==> config.mk <==
export PLATFORM = sky130hd
export DESIGN_NAME = vga_raster_gen
export DESIGN_NICKNAME = d
export VERILOG_FILES = /design/src/rtl/vga_pkg.sv /design/src/rtl/vga_axis_counter.sv /design/src/rtl/vga_span_dec.sv /design/src/rtl/vga_video_out.sv /design/src/rtl/vga_raster_gen.sv
export SDC_FILE = /design/constraint.sdc
export NUM_CORES = 1
export LEC_CHECK = 0
export CAP_MARGIN = 10
export CORE_ASPECT_RATIO = 1.25
export CORE_UTILIZATION = 40
export CTS_BUF_LIST = sky130_fd_sc_hd__clkbuf_4 sky130_fd_sc_hd__clkbuf_8
export CTS_CLUSTER_DIAMETER = 150
export CTS_CLUSTER_SIZE = 40
export DETAILED_ROUTE_END_ITERATION = 7
export PLACE_DENSITY = 0.76
export SLEW_MARGIN = 20
export SYNTH_ARGS = -nofsm -noshare
export SYNTH_HDL_FRONTEND = slang
export SYNTH_SLANG_ARGS = --single-unit
==> constraint.sdc <==
create_clock -name clk_i -period 2 [get_ports clk_i]
set_clock_uncertainty 0.1 [all_clocks]
set_input_delay 0.4 -clock clk_i [delete_from_list [all_inputs] [get_ports clk_i]]
set_output_delay 0.4 -clock clk_i [all_outputs]
set_load 0.1 [all_outputs]
==> src/rtl/vga_pkg.sv <==
`timescale 1ns/1ps
package vga_pkg;
  localparam int unsigned RGB_W = 12;

  typedef struct packed {
    logic hs_n;
    logic vs_n;
    logic de;
  } sync_t;

  localparam sync_t SYNC_IDLE = '{hs_n: 1'b1, vs_n: 1'b1, de: 1'b0};

  function automatic logic in_span(input int unsigned val,
                                   input int unsigned start,
                                   input int unsigned len);
    return (val >= start) && (val < start + len);
  endfunction
endpackage

==> src/rtl/vga_axis_counter.sv <==
`timescale 1ns/1ps
module vga_axis_counter #(
  parameter int unsigned TOTAL = 800,
  parameter int unsigned W     = $clog2(TOTAL)
) (
  input  logic         clk_i,
  input  logic         rst_ni,
  input  logic         step_i,
  output logic [W-1:0] cnt_o
);
  logic at_end;
  assign at_end = (cnt_o == W'(TOTAL - 1));

  always_ff @(posedge clk_i or negedge rst_ni) begin
    if (!rst_ni)     cnt_o <= '0;
    else if (step_i) cnt_o <= at_end ? '0 : cnt_o + W'(1);
  end
endmodule

==> src/rtl/vga_span_dec.sv <==
`timescale 1ns/1ps
module vga_span_dec #(
  parameter int unsigned W     = 10,
  parameter int unsigned START = 0,
  parameter int unsigned LEN   = 1
) (
  input  logic [W-1:0] cnt_i,
  output logic         in_o
);
  assign in_o = vga_pkg::in_span(32'(cnt_i), START, LEN);
endmodule

==> src/rtl/vga_video_out.sv <==
`timescale 1ns/1ps
module vga_video_out #(
  parameter int unsigned PIX_W = vga_pkg::RGB_W
) (
  input  logic             clk_i,
  input  logic             rst_ni,
  input  logic             hs_win_i,
  input  logic             vs_win_i,
  input  logic             vis_i,
  input  logic [PIX_W-1:0] pixel_i,
  output logic             hs_o,
  output logic             vs_o,
  output logic             de_o,
  output logic [PIX_W-1:0] rgb_o
);
  vga_pkg::sync_t   sync_q;
  logic [PIX_W-1:0] rgb_q;

  always_ff @(posedge clk_i or negedge rst_ni) begin
    if (!rst_ni) begin
      sync_q <= vga_pkg::SYNC_IDLE;
      rgb_q  <= '0;
    end else begin
      sync_q.hs_n <= ~hs_win_i;
      sync_q.vs_n <= ~vs_win_i;
      sync_q.de   <= vis_i;
      rgb_q       <= vis_i ? pixel_i : '0;  // blank outside window
    end
  end

  assign hs_o  = sync_q.hs_n;
  assign vs_o  = sync_q.vs_n;
  assign de_o  = sync_q.de;
  assign rgb_o = rgb_q;
endmodule

==> src/rtl/vga_raster_gen.sv <==
`timescale 1ns/1ps
module vga_raster_gen #(
  parameter  int unsigned H_ACTIVE = 640,
  parameter  int unsigned H_FRONT  = 16,
  parameter  int unsigned H_SYNC   = 96,
  parameter  int unsigned H_BACK   = 48,
  parameter  int unsigned V_ACTIVE = 480,
  parameter  int unsigned V_FRONT  = 10,
  parameter  int unsigned V_SYNC   = 2,
  parameter  int unsigned V_BACK   = 29,
  parameter  int unsigned PIX_W    = vga_pkg::RGB_W,
  localparam int unsigned H_TOTAL  = H_ACTIVE + H_FRONT + H_SYNC + H_BACK,
  localparam int unsigned V_TOTAL  = V_ACTIVE + V_FRONT + V_SYNC + V_BACK,
  localparam int unsigned HW       = $clog2(H_TOTAL),
  localparam int unsigned VW       = $clog2(V_TOTAL)
) (
  input  logic             clk_i,
  input  logic             rst_ni,
  input  logic [PIX_W-1:0] pixel_i,
  output logic [HW-1:0]    col_o,
  output logic [VW-1:0]    row_o,
  output logic             frame_o,
  output logic             hs_o,
  output logic             vs_o,
  output logic             de_o,
  output logic [PIX_W-1:0] rgb_o
);
  localparam int unsigned HS_START = H_ACTIVE + H_FRONT;
  localparam int unsigned VS_START = V_ACTIVE + V_FRONT;

  logic line_step;
  logic h_vis, v_vis, h_sync_win, v_sync_win;

  // row advances on the hsync event, not on the line wrap
  assign line_step = (col_o == HW'(HS_START));

  vga_axis_counter #(.TOTAL(H_TOTAL), .W(HW)) u_hcnt (
    .clk_i (clk_i),
    .rst_ni(rst_ni),
    .step_i(1'b1),
    .cnt_o (col_o)
  );

  vga_axis_counter #(.TOTAL(V_TOTAL), .W(VW)) u_vcnt (
    .clk_i (clk_i),
    .rst_ni(rst_ni),
    .step_i(line_step),
    .cnt_o (row_o)
  );

  vga_span_dec #(.W(HW), .START(0), .LEN(H_ACTIVE)) u_hvis (
    .cnt_i(col_o), .in_o(h_vis)
  );
  vga_span_dec #(.W(VW), .START(0), .LEN(V_ACTIVE)) u_vvis (
    .cnt_i(row_o), .in_o(v_vis)
  );
  vga_span_dec #(.W(HW), .START(HS_START), .LEN(H_SYNC)) u_hsw (
    .cnt_i(col_o), .in_o(h_sync_win)
  );
  vga_span_dec #(.W(VW), .START(VS_START), .LEN(V_SYNC)) u_vsw (
    .cnt_i(row_o), .in_o(v_sync_win)
  );

  vga_video_out #(.PIX_W(PIX_W)) u_out (
    .clk_i   (clk_i),
    .rst_ni  (rst_ni),
    .hs_win_i(h_sync_win),
    .vs_win_i(v_sync_win),
    .vis_i   (h_vis & v_vis),
    .pixel_i (pixel_i),
    .hs_o    (hs_o),
    .vs_o    (vs_o),
    .de_o    (de_o),
    .rgb_o   (rgb_o)
  );

  assign frame_o = (col_o == '0) && (row_o == '0);
endmodule

==> impl_results.md <==
* Core footprint at 0.00360 mm²
* Final wirelength at 3710 µm
* Reg2Reg Setup Slack at 130 ps
* Clock tree buffer depth at 2
* GRT overflow at 0
* Reg-to-reg endpoint: u_hcnt.cnt_o[9]
* Initial Utilization at 0.431
* Worst setup margin at -296 ps
* Area delta synth->final at 64.5%
* All-Layer GR Usage at 0.204
* Slowest stage cell, crit path: or4_1
* Die area at 0.00414 mm²
* Share of cells above drive strength 1 at 0.430
* CP max stage delay at 510 ps
* Vias per cell at 5.33
* Seq/Total Area, Yosys at 0.566
* Cell taking the most area after synthesis: dfrtp_1
* Unrepaired setup endpoints after global routing: true
* Main synth FF type: dfrtp_1
* Gpl congestion at 0.847
* FFs w/ async S/R, synth at 1.00
* Row cnt at 24
* FF/Latch Area at 913 µm²
* H-tree level count at 2
* Netlist cell types at 33
* Endpoint class of the critical path: output pin
* Syn_area_per_cell at 11.4 µm²
* Wl on met1 at 1410 µm
* Drc violations at 3
* Total CTS buffers at 5
* Clk slew on worst S/H paths at 70 ps
* DR pass1 iterations at 6
* Final net count at 224
* CTS root buf: clkbuf_8
* DR WL met2 at 2040 µm
* Status: complete, but fails checks
* Power Density at 595 mW/mm²
* Tmin final at 2300 ps
* Max Used Layer: met4
* Initial antenna violation count at 0
* Req. time, crit path at 1500 ps
* Post-cts gate resize count at 0
* Vias in the first global route at 1,352
* Number of flops mapped to enable cells by yosys at 0
* Die W at 57.7 µm
* Slew Limit Headroom at 0.714
* Setup tns final at -296 ps
* FILL cells at 264
* Hold Fails Final Rpt at 0
* DP HPWL at 2720 µm
* First-pass GRT wire length at 6240 µm
* Synthesized flop and latch total at 35
* CTS tree: yes
* Clock latency on the worst-skew pair at 290 ps
* Diodes inserted at 0
* Final Cycle Share at 1.15
* Crit Path Max Fanout at 2
* DR vias at 1,312
* Area taken by multi-input logic gates at 638 µm²
* Violated checks: DRC, setup timing
* Layout Utilization at 0.709
* Synth top area share at 0.532
* Die Height at 71.7 µm
* Worst setup startpoint: u_hcnt.cnt_o[7]
* Crit path DAT at 1800 ps
* Worst VDD drop at 0.000498 V
* Fmax at 0.435 GHz
* Post-Synthesis Cell Area at 0.00155 mm²
* Worst-Margin Slew at 428 ps
* Synth Instances at 136
* WL/cell at 15.1 µm
* Final Max Slew Viols at 0
* CP Buf/Inv Count at 1
* Critical path class: reg -> out
* Largest net degree at the start of global routing at 36
* Max cap viols at 0
* Post-Syn Nets at 154
* Reg2reg path depth at 5
* Pleak at 1.14 nW
* Antenna Nets Post-Route at 0
* # setup viols final at 1
* Clock sinks at 35
* Reg-to-reg critical path startpoint: u_hcnt.cnt_o[5]
* Hold WC Path Type: in -> async
* Largest delay contributor family on the critical path: simple AND/OR/NAND/NOR gates
* YS warnings at 0
* Post-CTS setup buffer count at 0
* Iteration-0 DRC Markers at 27
* Largest cells by area after synthesis: dfrtp_1 53%, and2_1 4.8%, dfstp_2 3.4%
* CP Launch Type: register
* Port bufs at 49
* Critical path cell sequence: or4_1 -> nor2_1 -> and4_4 -> buf_12
* Met3 Wirelength at 191 µm
* Top-Level Pins at 50
==> worst reg2reg max path: cells and delay by family (launching register included) <==
family	cells	cell delay (ps)
buffers and inverters	1	160
and+or+nand+nor	2	680
AOI/OAI and AO/OA	2	400
DFF	1	400
==> power breakdown <==
group          switching, W  internal [W]  leakage (nW)
Sequential       0.00000362      0.000719         0.405
Clock              0.000266      0.000371        0.0581
Combinational      0.000117     0.0000445         0.680
Total              0.000386       0.00113          1.14
==> flip-flops by register name, summed over array words and instances (netlist names) <==
| name | flops |
|---|---|
| u_hcnt.cnt_o | 10 |
| u_out.de_o | 1 |
| u_out.hs_o | 1 |
| u_out.rgb_o | 12 |
| u_out.vs_o | 1 |
| u_vcnt.cnt_o | 10 |
==> through the flow <==
step | std cells | hold WS [ps] | cell area (µm²) | setup WS, ps | power [W]
floorplan | 136 | 4.41 | 1600 | -213 | 0.000837
global placement | 238 | 421 | 2440 | 11.3 | 0.000897
detailed placement | 238 | 436 | 2440 | -3.05 | 0.000901
CTS | 246 | 434 | 2550 | -307 | 0.00153
global route | 246 | 443 | 2550 | -384 | 0.00158
finish | 246 | 412 | 2550 | -296 | 0.00152
==> placed cells by master, fill, tap and decap left out, drive strengths merged <==
cell / Yosys / routed
xor2: 6 / 6
nand2: 3 / 3
mux2: 1 / 1
a21o: 2 / 2
bufinv: 0 / 1
dfstp: 2 / 2
clkbuf: 2 / 5
nand3: 9 / 9
a211o: 1 / 1
and4b: 2 / 2
and4bb: 1 / 1
nor2b: 4 / 4
a22o: 1 / 1
or3: 1 / 1
nand4: 4 / 4
or4: 3 / 3
and2: 12 / 12
inv: 7 / 7
ha: 4 / 4
nor2: 9 / 9
nor4b: 2 / 2
and4: 3 / 3
a21oi: 3 / 3
clkdlybuf4s50: 0 / 13
a41oi: 1 / 1
and3: 5 / 5
nor4: 1 / 1
nor3: 3 / 3
a31o: 1 / 1
clkinv: 0 / 2
buf: 1 / 53
o21ai: 4 / 4
xnor2: 5 / 5
dfrtp: 33 / 33
==> synth_stat cells (all sizes together) (2+ instances only) <==
master and instances:
inv 7, and4b 2, xor2 6, clkbuf 2
o21ai 4, ha 4, nor2b 4, nand3 9
xnor2 5, dfrtp 33, nor3 3, and3 5
a21o 2, nand2 3, nor4b 2, a21oi 3
dfstp 2, and2 12, nand4 4, or4 3
nor2 9, and4 3
==> routing by layer <==
metal  up-vias  GRT usage
met5         -          0
met4         0     0.0926
met3         8     0.0578
met2        50      0.349
met1       640      0.235
li1        614          -
==> logic make-up after synthesis <==
kind of cell | synth area share
and+or+nand+nor | 0.253
adders and majority gates | 0.0322
muxes | 0.00725
xor gates and xnor gates | 0.0620
AOI/OAI and AO/OA | 0.0548
DFF | 0.566
buffers and inverters | 0.0250
==> worst max-delay path by stage <==
stage / to / cells past startpoint / slack, ps
after global placement: frame_o / 4 / 10
after floorplan: frame_o / 4 / -210
after global routing: frame_o / 4 / -380
after CTS: frame_o / 4 / -310
after detailed placement: frame_o / 4 / -3
final: frame_o / 4 / -300
==> timing repair <==
action,in CTS,in global routing
hold buffers,0,0
setup endpoints to repair,1,1
pin swaps,2,0
==> area by class of cell <==
cell class	count	area share
Timing Repair Buffer	66	0.319
Inverter	7	0.0103
Clock inverter	3	0.0171
Clock buffer	5	0.0269
Tap cell	39	0.0191
Sequential cell	35	0.357
Multi-Input combinational cell	91	0.250
Note: power is estimated with default switching activity, not from simulation.
